## src/rtl/vapr_pkg.sv

```systemverilog
package vapr_pkg;

    typedef enum logic [3:0] {
        OUT_NORMAL = 4'b0001,
        OUT_REDIR  = 4'b0010,
        OUT_TRAP   = 4'b0100,
        OUT_UNDEF  = 4'b1000
    } outcome_e;

    typedef enum logic {
        ST_IDLE,
        ST_RESP
    } state_e;

    localparam logic [5:0]  TRAP_CLASS = 6'h18;
    localparam logic [11:0] REDIR_BASE = 12'h480;

    typedef struct packed {
        outcome_e    outcome;
        logic [1:0]  trap_el;
        logic [11:0] redir_addr;
        logic        rd_en;
        logic        wr_en;
    } decision_t;

    function automatic int nreg_for(input int pre_bits);
        if (pre_bits >= 7)      return 4;
        else if (pre_bits == 6) return 2;
        else                    return 1;
    endfunction

endpackage

```

## src/rtl/vapr_access_decode.sv

```systemverilog
module vapr_access_decode
    import vapr_pkg::*;
#(
    parameter int NREG        = 4,
    parameter bit EL2_PRESENT = 1'b1
) (
    input  logic [1:0] op0,
    input  logic [2:0] op1,
    input  logic [3:0] crn,
    input  logic [3:0] crm,
    input  logic [2:0] op2,
    input  logic [1:0] el,
    input  logic [2:0] nv,
    input  logic       sre_el2,
    input  logic       sre_el3,
    input  logic       is_write,
    output logic       hit,
    output decision_t  dec
);

    logic [1:0] idx;
    logic       idx_ok;

    assign idx    = op2[1:0];
    assign idx_ok = (int'(idx) < NREG);
    assign hit    = (op0 == 2'b11) && (op1 == 3'b100) && (crn == 4'b1100)
                 && (crm == 4'b1000) && (op2[2] == 1'b0);

    always_comb begin
        dec         = '0;
        dec.outcome = OUT_UNDEF;
        if (idx_ok) begin
            unique case (el)
                2'd0: dec.outcome = OUT_UNDEF;
                2'd1: begin
                    if (EL2_PRESENT && nv[2] && nv[0]) begin
                        dec.outcome    = OUT_REDIR;
                        dec.redir_addr = REDIR_BASE + {7'd0, idx, 3'd0};
                    end else if (EL2_PRESENT && nv[0]) begin
                        dec.outcome = OUT_TRAP;
                        dec.trap_el = 2'd2;
                    end
                end
                2'd2: begin
                    if (EL2_PRESENT) begin
                        if (!sre_el2) begin
                            dec.outcome = OUT_TRAP;
                            dec.trap_el = 2'd2;
                        end else begin
                            dec.outcome = OUT_NORMAL;
                            dec.rd_en   = !is_write;
                            dec.wr_en   = is_write;
                        end
                    end
                end
                2'd3: begin
                    if (!sre_el3) begin
                        dec.outcome = OUT_TRAP;
                        dec.trap_el = 2'd3;
                    end else begin
                        dec.outcome = OUT_NORMAL;
                        dec.rd_en   = EL2_PRESENT && !is_write;
                        dec.wr_en   = EL2_PRESENT && is_write;
                    end
                end
            endcase
        end
    end

endmodule

```

## src/rtl/vapr_store.sv

```systemverilog
module vapr_store
    import vapr_pkg::*;
#(
    parameter int NREG = 4,
    localparam int NBITS = NREG * 32
) (
    input  logic             clk,
    input  logic             rst_n,
    input  logic             wr_en,
    input  logic [1:0]       wr_idx,
    input  logic [31:0]      wr_data,
    input  logic [1:0]       rd_idx,
    output logic [31:0]      rd_data,
    output logic [NBITS-1:0] flat
);

    logic [31:0] bank_q [NREG];

    for (genvar g = 0; g < NREG; g++) begin : g_reg
        always_ff @(posedge clk) begin
            if (!rst_n)
                bank_q[g] <= '0;
            else if (wr_en && (wr_idx == 2'(g)))
                bank_q[g] <= wr_data;
        end
        assign flat[g*32 +: 32] = bank_q[g];
    end

    always_comb begin
        rd_data = '0;
        for (int g = 0; g < NREG; g++)
            if (rd_idx == 2'(g)) rd_data = bank_q[g];
    end

    // the decoder never enables a write to a missing index
    assert_wr_idx_legal_R2: assert property (@(posedge clk) disable iff (!rst_n)
        wr_en |-> (int'(wr_idx) < NREG));

endmodule

```

## src/rtl/vapr_prio_find.sv

```systemverilog
module vapr_prio_find #(
    parameter int W = 128,
    localparam int LW = $clog2(W)
) (
    input  logic          clk,
    input  logic          rst_n,
    input  logic [W-1:0]  bits,
    output logic          found,
    output logic [LW-1:0] level
);

    always_comb begin
        found = 1'b0;
        level = '0;
        for (int i = W - 1; i >= 0; i--) begin
            if (bits[i]) begin
                found = 1'b1;
                level = LW'(i);
            end
        end
    end

    // the reported level is set and nothing below it is set
    assert_level_is_lowest_R9: assert property (@(posedge clk) disable iff (!rst_n)
        found |-> (bits[level] && ((bits & ((W'(1) << level) - W'(1))) == '0)));

endmodule

```

## src/rtl/vapr_bank.sv

```systemverilog
module vapr_bank
    import vapr_pkg::*;
#(
    parameter int PRE_BITS    = 7,
    parameter bit EL2_PRESENT = 1'b1,
    localparam int NREG  = nreg_for(PRE_BITS),
    localparam int NBITS = NREG * 32,
    localparam int LVL_W = $clog2(NBITS)
) (
    input  logic             clk,
    input  logic             rst_n,
    input  logic             req_valid,
    input  logic             req_write,
    input  logic [1:0]       req_op0,
    input  logic [2:0]       req_op1,
    input  logic [3:0]       req_crn,
    input  logic [3:0]       req_crm,
    input  logic [2:0]       req_op2,
    input  logic [1:0]       req_el,
    input  logic [2:0]       req_nv,
    input  logic             sre_el2,
    input  logic             sre_el3,
    input  logic [63:0]      req_wdata,
    output logic             rsp_valid,
    output logic [3:0]       rsp_outcome,
    output logic [63:0]      rsp_rdata,
    output logic [11:0]      rsp_redir_addr,
    output logic [1:0]       rsp_trap_el,
    output logic [5:0]       rsp_class,
    output logic             top_valid,
    output logic [LVL_W-1:0] top_level
);

    state_e           state_q, state_d;
    decision_t        dec;
    logic             hit, accept;
    logic [31:0]      rd_data;
    logic [NBITS-1:0] flat;
    logic             unused_wdata_hi;

    assign unused_wdata_hi = ^req_wdata[63:32];
    assign accept = req_valid && hit;

    vapr_access_decode #(.NREG(NREG), .EL2_PRESENT(EL2_PRESENT)) u_decode (
        .op0(req_op0), .op1(req_op1), .crn(req_crn), .crm(req_crm), .op2(req_op2),
        .el(req_el), .nv(req_nv), .sre_el2(sre_el2), .sre_el3(sre_el3),
        .is_write(req_write), .hit(hit), .dec(dec)
    );

    vapr_store #(.NREG(NREG)) u_store (
        .clk(clk), .rst_n(rst_n), .wr_en(accept && dec.wr_en),
        .wr_idx(req_op2[1:0]), .wr_data(req_wdata[31:0]),
        .rd_idx(req_op2[1:0]), .rd_data(rd_data), .flat(flat)
    );

    vapr_prio_find #(.W(NBITS)) u_prio (
        .clk(clk), .rst_n(rst_n), .bits(flat), .found(top_valid), .level(top_level)
    );

    always_comb begin
        unique case (state_q)
            ST_IDLE: state_d = accept ? ST_RESP : ST_IDLE;
            ST_RESP: state_d = accept ? ST_RESP : ST_IDLE;
        endcase
    end

    always_ff @(posedge clk) begin
        if (!rst_n) state_q <= ST_IDLE;
        else        state_q <= state_d;
    end

    assign rsp_valid = (state_q == ST_RESP);

    always_ff @(posedge clk) begin
        if (!rst_n) begin
            rsp_outcome    <= '0;
            rsp_rdata      <= '0;
            rsp_redir_addr <= '0;
            rsp_trap_el    <= '0;
            rsp_class      <= '0;
        end else if (accept) begin
            rsp_outcome    <= dec.outcome;
            rsp_rdata      <= dec.rd_en ? {32'd0, rd_data} : 64'd0;
            rsp_redir_addr <= dec.redir_addr;
            rsp_trap_el    <= dec.trap_el;
            rsp_class      <= (dec.outcome == OUT_TRAP) ? TRAP_CLASS : 6'd0;
        end
    end

    // exactly one outcome bit on every response
    assert_outcome_onehot_R10: assert property (@(posedge clk) disable iff (!rst_n)
        rsp_valid |-> $countones(rsp_outcome) == 1);
    // reserved half never reads non-zero
    assert_upper_zero_R1: assert property (@(posedge clk) disable iff (!rst_n)
        rsp_rdata[63:32] == 32'd0);
    // EL0 access is undefined on the next response
    assert_el0_undef_R4: assert property (@(posedge clk) disable iff (!rst_n)
        (accept && req_el == 2'd0) |=> (rsp_valid && rsp_outcome == OUT_UNDEF));
    // missing index is undefined on the next response
    assert_missing_idx_R2: assert property (@(posedge clk) disable iff (!rst_n)
        (accept && int'(req_op2[1:0]) >= NREG) |=> (rsp_outcome == OUT_UNDEF));
    // no response without a matching request
    assert_no_stray_rsp_R3: assert property (@(posedge clk) disable iff (!rst_n)
        !accept |=> !rsp_valid);
    // disabled EL2 access traps to EL2
    assert_el2_trap_R6: assert property (@(posedge clk) disable iff (!rst_n)
        (accept && EL2_PRESENT && req_el == 2'd2 && !sre_el2 && int'(req_op2[1:0]) < NREG)
        |=> (rsp_outcome == OUT_TRAP && rsp_trap_el == 2'd2));
    // redirect addresses stay 8-byte aligned inside the slot window
    assert_redir_addr_R5: assert property (@(posedge clk) disable iff (!rst_n)
        (rsp_valid && rsp_outcome == OUT_REDIR) |->
        (rsp_redir_addr[2:0] == 3'd0 && rsp_redir_addr >= REDIR_BASE && rsp_redir_addr <= 12'h498));

endmodule

```

## config.mk

```make
export PLATFORM = sky130hd
export DESIGN_NAME = vapr_bank
export DESIGN_NICKNAME = d
export VERILOG_FILES = /design/src/rtl/vapr_pkg.sv /design/src/rtl/vapr_access_decode.sv /design/src/rtl/vapr_store.sv /design/src/rtl/vapr_prio_find.sv /design/src/rtl/vapr_bank.sv
export SDC_FILE = /design/constraint.sdc
export NUM_CORES = 1
export LEC_CHECK = 0
export BUFFER_PORTS_ARGS = -buffer_cell sky130_fd_sc_hd__clkbuf_2
export CORE_ASPECT_RATIO = 1.5
export CORE_MARGIN = 5
export CORE_UTILIZATION = 38
export CTS_CLUSTER_SIZE = 10
export DETAILED_ROUTE_END_ITERATION = 16
export GPL_TIMING_DRIVEN = 0
export PLACE_DENSITY_LB_ADDON = 0.1
export SYNTH_ARGS = -nofsm -noshare
export SYNTH_HDL_FRONTEND = slang
export SYNTH_SLANG_ARGS = --single-unit
```

## constraint.sdc

```tcl
create_clock -name clk -period 12.7 [get_ports clk]
set_input_delay 1.27 -clock clk [delete_from_list [all_inputs] [get_ports clk]]
set_output_delay 1.27 -clock clk [all_outputs]
set_load 0.01 [all_outputs]
```

== After elaboration in Yosys (flattened, before gate mapping) ==
Memories as Yosys holds them, arrays and structs flattened.
Index checks and enable logic that the tools add are counted.
W data, S select, Z words.
Cells by class
  add/sub/neg operators: 1
  equality and inequality tests: 11
  multiplexer cells: 294
  bitwise logic cells: 5
  reduce and logical (&&, ||, !) cells: 14
Operators by type and width (count)
  $mux W7: 128
  $mux W32: 9
  $mux W1: 142
  $mux W12: 2
  $pmux W4 S4: 1
  $add A11 B5 Y12 const A: 1
  $logic_and A1 B1 Y1: 11
  $eq A2 B2 Y1 const B: 5
  $mux W2: 5
  $eq A4 B4 Y1 const B: 2
  $mux W3: 2
  $mux W6: 1
  $pmux W2 S3: 1
  $mux W5: 1
  $eq A2 B1 Y1 const B: 2
  $eq A4 B3 Y1 const B: 1
  $logic_not A2 Y1: 2
  $mux W4: 1
  $or A1 B1 Y1: 4
  $pmux W2 S2: 1
  $eq A3 B3 Y1 const B: 1
  $logic_not A1 Y1: 1
  $not A1 Y1: 1
Storage, ports and cells
  flip-flop bits (word level): 89
  memory bits (writable): 128
  input bits: 91
  output and inout bits: 97
  word-level logic and storage cells: 332
  memories kept: 1
Memory list
  u_store.bank_q: depth 4, width 32, rd ports 4, clocked after Yosys merged registers in 0, wr ports 4, RTL line vapr_store.sv:17  | logic [31:0] bank_q [NREG];

== Logic depth before layout (Yosys ltp) ==
Gate-level depths: netlist (run 1).
An unclocked memory read counts as a cell.
  depth after elaboration: 129
  depth in mapped cells: 7
  depth with buffers taken out: 6

== Cells and area by module ==
From an unflattened synthesis (run 1), not the netlist that was laid out.
Second synthesis, totals
  cell total of the unflattened synthesis: 849
  area, all modules: 9598.0 sq um
Modules (own cells, without submodules)
  vapr_store: instances 1, cells an instance 318, area an instance 5582.9 sq um, seq. area each 3843.7 sq um
  vapr_bank: instances 1, cells an instance 201, area an instance 2164.6 sq um, seq. area each 1041.0 sq um
  vapr_prio_find: instances 1, cells an instance 301, area an instance 1621.6 sq um, seq. area each 0.0 sq um
  vapr_access_decode: instances 1, cells an instance 29, area an instance 229.0 sq um, seq. area each 0.0 sq um

== Worst setup path after synthesis (run 1) ==
OpenSTA, ideal clock, no wires.
  kind: in2reg
  from: input req_crm[0]
  to: memory u_store.bank_q[0][0] (enable)
  library setup time: 0.470 ns
  data arrival time: 4.408 ns
  required time: 12.230 ns
  path slack: 7.822 ns
  stages on the path: 5
  path buffers: 0
  path through: and4bb_2 > nand4_4 > nor2_2 > nand2_1 > o31ai_1
RTL lines
  start: declaration: RTL line vapr_bank.sv:17  | input logic [3:0] req_crm,
  end: declaration: RTL line vapr_store.sv:17

==> reports/qor.yml, run 1 <==
status: "finished, final reports clean"
drive_above_1_share_pct: 26.53
setup_violations: 0
syn_area_per_cell_um2: 11.40
postCtsSetupBuffers: 0
initial_utilization_pct: 38.26
drt_iter0_drc: 518
h-tree-depth: 4
startpoint_type: "register"
dr.pass1.iters: 5
fmax_mhz: 233.7
wl_per_cell_um: 22.54
synth_top_family_by_area: "simple AND/OR/NAND/NOR gates"
cts_buffers: 17
slew_viol_final: 0
p_sw_mw: 0.3063
pwr-share-clk_pct: 42.6
final_nets: 1058
cts_tree: "yes"
cts_hold_buffers: 0
synth-seq-cells: 169
postLayoutCoreUtil_pct: 46.37
syn-instance-count: 791
intPower_mw: 1.013
combPwrFrac_pct: 8.2
instances_no_fill: 1299
finalClockSkew_ns: 0.008680
synth-xor-area-share_pct: 0
synth-compound-area-share_pct: 11.81
portBuffers: 109
num_vias: 6918
antennaDiodeCount: 0
hp-class: "reg2reg"
grt_pass1_vias: 6986
grt_remaining_overflow: 0
die_h_um: 198.7
hold_viol: 0
cts_resized: 0
ant_nets: 0
routabilityCongestion: 0.9236
finalCritPeriodShare_pct: 33.70
netlist_area_um2: 9017
grt_antenna_before_repair: 0
grt_max_degree: 18
synth-simple-area-share_pct: 21.81
die_area_um2: 26970
fp.coreArea_um2: 23570
clkTransAtPathRegs_ns: 0.06
crit_fanout: 5
grt_pass1_wl_mm: 43.06
clk_latency_ns: 0.43
synth_mux_area_share_pct: 8.159
synth_ff_type: "edfxtp_1"
via_per_inst: 5.326
p_leak_nw: 4.179
relSlewSlack_pct: 34.52
end_kind: "primary output"
arrival_ns: 3.01
fillers: 2245
yosysWarnings: 0
hpwlAfterDp_mm: 23.30
switching_share_pct: 23.23
max-cap-violations: 0
cellPowerDensity_nw_per_um2: 120.7
ios: 188
cts-root-buf: "clkbuf_16"
grt_use_total_pct: 21.91
post-route-drc-count: 0
core.rowCount: 69
finalCriticalPeriod_ns: 4.280
wirelength_mm: 29.28
power_frac_seq_pct: 49.1
synthAdderAreaFrac_pct: 0
dp.cells: 1267
synthToLayoutAreaGrowth_pct: 21.19
synthArstFlopShare_pct: 0
synth_cell_types: 67
crit_required_ns: 11.43
max-clock-path-buffers: 2
synth-edff-count: 128
rsz0062_at_grt: "false"
ys_seq_area_share_pct: 51.73
vdd_drop_max_uv: 92.52
worst_pin_slew_ns: 0.9821
finalSetupTns_ns: 0
clkSinkCount: 169
crit_type: "reg2out"
die_width_um: 135.8
## final cells by class
cell class | count | area (µm²) | area share [%]
multi-input cells | 563 | 3980 | 36.42
flip-flops and latches | 169 | 4664 | 42.68
plain buffers | 77 | 488.0 | 4.465
well taps | 319 | 399.1 | 3.652
repair buffers | 114 | 658.1 | 6.022
clock inverters | 4 | 72.57 | 0.6641
inverters | 25 | 93.84 | 0.8587
clock buffers | 28 | 571.8 | 5.232
## worst paths after layout
path,startpoint,to,slack [ns],cells past startpoint
setup / recovery,u_store.bank_q[2][31],top_level[1],8.42,7
hold / removal,rsp_class[3],rsp_class[3],0.47,2
setup reg to reg,u_store.bank_q[2][31],rsp_rdata[31],11.23,4
hold reg to reg,rsp_class[3],rsp_class[3],0.47,2
## per-layer routing
metal	track usage (%)	wire length (µm)	vias to the layer above
met5	0	0	-
met4	9.227	1113	0
met3	4.023	1567	52
met2	39.62	15250	256
met1	25.29	11350	3355
li1	-	-	3255
## worst max-delay path, cell delays in order, from the launching register on
cell	delay [ns]
edfxtp_1	0.53
nor4_1	0.53
nand4_1	0.28
a21oi_1	0.43
o311ai_0	0.28
a311oi_1	0.27
nor2_1	0.12
clkbuf_2	0.15
## kinds of logic after synthesis
| family | count (synthesis) |
|---|---|
| DFF | 169 |
| and+or+nand+nor | 338 |
| buffers and inverters | 102 |
| AOI/OAI and AO/OA | 148 |
| other | 1 |
| muxes | 33 |
## synth_stat cells, types with 3 or more instances
| master | n | area, µm² |
|---|---|---|
| and4bb_2 | 3 | 37.54 |
| o21a_1 | 4 | 30.03 |
| a21boi_0 | 3 | 22.52 |
| nor3b_1 | 3 | 22.52 |
| edfxtp_1 | 128 | 3844 |
| a22o_1 | 31 | 271.5 |
| nand4_1 | 10 | 62.56 |
| nand2b_1 | 10 | 62.56 |
| or4_1 | 4 | 30.03 |
| or3_1 | 4 | 25.02 |
| o21bai_1 | 4 | 30.03 |
| a311oi_1 | 4 | 35.03 |
| nor3_2 | 3 | 30.03 |
| a211oi_1 | 4 | 30.03 |
| and2_1 | 131 | 819.5 |
| nor3_1 | 26 | 130.1 |
| nand2_1 | 23 | 86.33 |
| o2111ai_1 | 5 | 43.79 |
| o21ai_0 | 16 | 80.08 |
| buf_2 | 6 | 30.03 |
| a21oi_1 | 34 | 170.2 |
| o41ai_1 | 3 | 26.28 |
| nor4_2 | 3 | 37.54 |
| or4_4 | 3 | 33.78 |
| inv_1 | 25 | 93.84 |
| nand3_1 | 4 | 20.02 |
| nor2_1 | 61 | 229.0 |
| or2_2 | 3 | 18.77 |
| o31ai_1 | 14 | 105.1 |
| buf_4 | 48 | 360.4 |
| clkbuf_1 | 12 | 45.04 |
| nor4_1 | 31 | 193.9 |
| mux4_2 | 31 | 698.2 |
| dfxtp_1 | 41 | 820.8 |
| clkbuf_2 | 9 | 45.04 |
| nor2b_1 | 7 | 43.79 |
## per-stage QoR
step / worst slack, ns / hold WS, ns / power [mW] / cell area [µm²]
after floorplan: 7.822 / 0.4906 / 0.7132 / 9179
after global placement: 5.501 / 0.4610 / 0.7650 / 10120
after detailed placement: 8.960 / 0.4671 / 0.7679 / 10280
after CTS: 8.484 / 0.4800 / 1.326 / 10930
after global routing: 8.299 / 0.5029 / 1.360 / 10930
final: 8.420 / 0.4744 / 1.319 / 10930
## layout by cell type, fill, tap and decap left out, types with 4 or more instances in the layout
cell type	Yosys	layout
a211oi_1	4	4
a21oi_1	34	34
a22o_1	31	31
a311oi_1	4	4
and2_1	131	131
buf_2	6	6
buf_4	48	48
clkbuf_1	12	17
clkbuf_16	0	21
clkbuf_2	9	118
conb_1	1	44
dfxtp_1	41	41
edfxtp_1	128	128
inv_1	25	25
mux4_2	31	31
nand2_1	23	23
nand2b_1	10	10
nand3_1	4	4
nand4_1	10	10
nor2_1	61	61
nor2b_1	7	7
nor3_1	26	26
nor4_1	31	31
o2111ai_1	5	5
o21a_1	4	4
o21ai_0	16	13
o21bai_1	4	4
o31ai_1	14	13
or3_1	4	4
or4_1	4	4
## power groups by stage
stage,clock network [mW],registers (mW),logic (mW)
after floorplan,0,0.645,0.0682
after global placement,0,0.662,0.103
after detailed placement,0,0.660,0.108
after CTS,0.569,0.648,0.109
after global routing,0.592,0.650,0.117
final,0.562,0.648,0.108
## state kept, by name, indices dropped and copies added, names as in the netlist
register / cells
rsp_redir_addr: 2
rsp_valid: 1
rsp_outcome: 4
u_store.bank_q: 128
rsp_class: 1
rsp_trap_el: 1
rsp_rdata: 32
Note: power is estimated with default switching activity, not from simulation.
==> inputs of run 2 (changes only) <==
==> constraint.sdc (replaced) <==
create_clock -name clk -period 3.55 [get_ports clk]
set_input_delay 0.355 -clock clk [delete_from_list [all_inputs] [get_ports clk]]
set_output_delay 0.355 -clock clk [all_outputs]
set_load 0.01 [all_outputs]
==> run 2 against run 1 <==
  * Design area down 0.47%
  * Combinational power rose to 3.6 times the previous value
  * Largest power group unchanged
  * Via count down 1.0%
  * Final cell count unchanged
  * Highest routed layer unchanged
  * Critical endpoint unchanged
  * Core utilization down 0.22 points
==> reports/qor.yml, run 2 (synthesized netlist as in run 1, its figures left out) <==
status: "finished, final reports clean"
finalCriticalPeriod_ns: 3.345
final_nets: 1058
drt_iter0_drc: 572
vdd_drop_max_uv: 331.6
fin_ws_ns: 0.2047
postCtsSetupBuffers: 0
wirelength_mm: 29.25
ant_nets: 0
ios: 188
die_width_um: 135.8
cp_top_family: "compound AO/OA/AOI/OAI gates"
clkTransAtPathRegs_ns: 0.07
hp-start: "req_wdata[12]"
clk_latency_ns: 0.44
cts_hold_buffers: 0
die_area_um2: 26970
num_vias: 6848
max-clock-path-buffers: 2
rr_worst_depth: 4
grt_max_degree: 19
die_h_um: 198.7
end_kind: "primary output"
slew_viol_final: 0
instances_no_fill: 1299
final_common_cell: "and2_1"
layout_common_cells: "and2_1, edfxtp_1, clkbuf_2"
worstPathCellList: "nor4_1 -> nand4_1 -> a21oi_1 -> o311ai_0 -> a311oi_1 -> nor2_1 -> clkbuf_2"
crit_required_ns: 3.19
arrival_ns: 2.99
setup_violations: 0
startpoint_type: "register"
cts_buffers: 17
via_per_inst: 5.272
placed_area_um2: 10280
wl_per_cell_um: 22.51
final_area_um2: 10880
cellPowerDensity_nw_per_um2: 422.2
grt_antenna_before_repair: 0
total_power_mw: 4.593
clkSinkCount: 169
hp-class: "in2reg"
r2r_slack_ns: 2.06
cts_tree: "yes"
initial_utilization_pct: 38.26
pre_cts_ws_ns: 0.7393
hold_depth: 2
top_register: "u_store.bank_q"
r2r_start: "u_store.bank_q[2][31]"
dr.pass1.iters: 5
finalSetupTns_ns: 0
cts-root-buf: "clkbuf_16"
holdWs_ns: 0.2277
routabilityCongestion: 0.9023
p_leak_nw: 4.150
grt_pass1_wl_mm: 43.35
finalCritPeriodShare_pct: 94.23
postLayoutCoreUtil_pct: 46.15
portBuffers: 109
largest_register_ffs: 128
finalClockSkew_ns: 0.01069
rsz0062_at_grt: "false"
drive_above_1_share_pct: 26.43
grt_use_total_pct: 22.07
cts_resized: 0
synthToLayoutAreaGrowth_pct: 20.62
hold_viol: 0
grt_pass1_vias: 6895
hpwlAfterDp_mm: 23.40
reg.largest.list: "u_store.bank_q x128, rsp_rdata x32, rsp_outcome x4"
h-tree-depth: 4
relSlewSlack_pct: 35.96
fp.coreArea_um2: 23570
post-route-drc-count: 0
max-cap-violations: 0
worst_pin_slew_ns: 0.9606
grt_remaining_overflow: 0
regToRegEndpoint: "rsp_rdata[31]"
dp.cells: 1267
min_to: "u_store.bank_q[1][12]"
crit_fanout: 5
core.rowCount: 69
fmax_mhz: 298.9
slowest_stage: "edfxtp_1"
slowest_delay_ns: 0.54
crit_type: "reg2out"
critPathBufInv: 1
antennaDiodeCount: 0
## run 2: cell count changes in the layout (fill, tap and decap cells not counted), sizes merged
cell,delta
clkinvlp,+1
bufinv,-1
## run 2: routing by layer
metal	part of all wire [%]	vias up	GRT usage, %
li1	-	3259	-
met1	39	3313	25.38
met2	54	231	41.01
met3	4.7	45	3.644
met4	2.9	0	7.882
met5	0	-	0
## run 2: report_power, final
| group | internal, mW | switching [mW] |
|---|---|---|
| sequential | 2.20 | 0.120 |
| clock | 1.13 | 0.755 |
| combinational | 0.175 | 0.210 |
| total | 3.51 | 1.09 |
## run 2: worst max-delay path by stage
| stage | endpoint | slack (ns) | cells after the start | startpoint |
|---|---|---|---|---|
| floorplan | u_store.bank_q[2][0] | -0.34 | 5 | req_crm[0] |
| CTS | top_level[0] | 0.24 | 7 | u_store.bank_q[3][31] |
| detailed placement | top_level[0] | 0.74 | 7 | u_store.bank_q[3][31] |
| global route | top_level[1] | 0.06 | 7 | u_store.bank_q[2][31] |
| global placement | u_store.bank_q[3][15] | -2.78 | 6 | req_crm[0] |
| finish | top_level[1] | 0.20 | 7 | u_store.bank_q[2][31] |
## run 2: final cells by class
type                            count  area (µm²)
Timing Repair Buffer              114       650.6
Clock inverter                      4       50.05
Fill cell                        2265       12690
Buffer                             77       488.0
Tap cell                          319       399.1
Multi-Input combinational cell    563        3980
Inverter                           25       93.84
Sequential cell                   169        4664
Clock buffer                       28       550.5
## run 2: worst register-to-register path, stage by stage (launching register included)
cell and delay (ns):
edfxtp_1 0.54, mux4_2 0.49, nor4b_1 0.16, a21oi_1 0.12, nor2_1 0.05
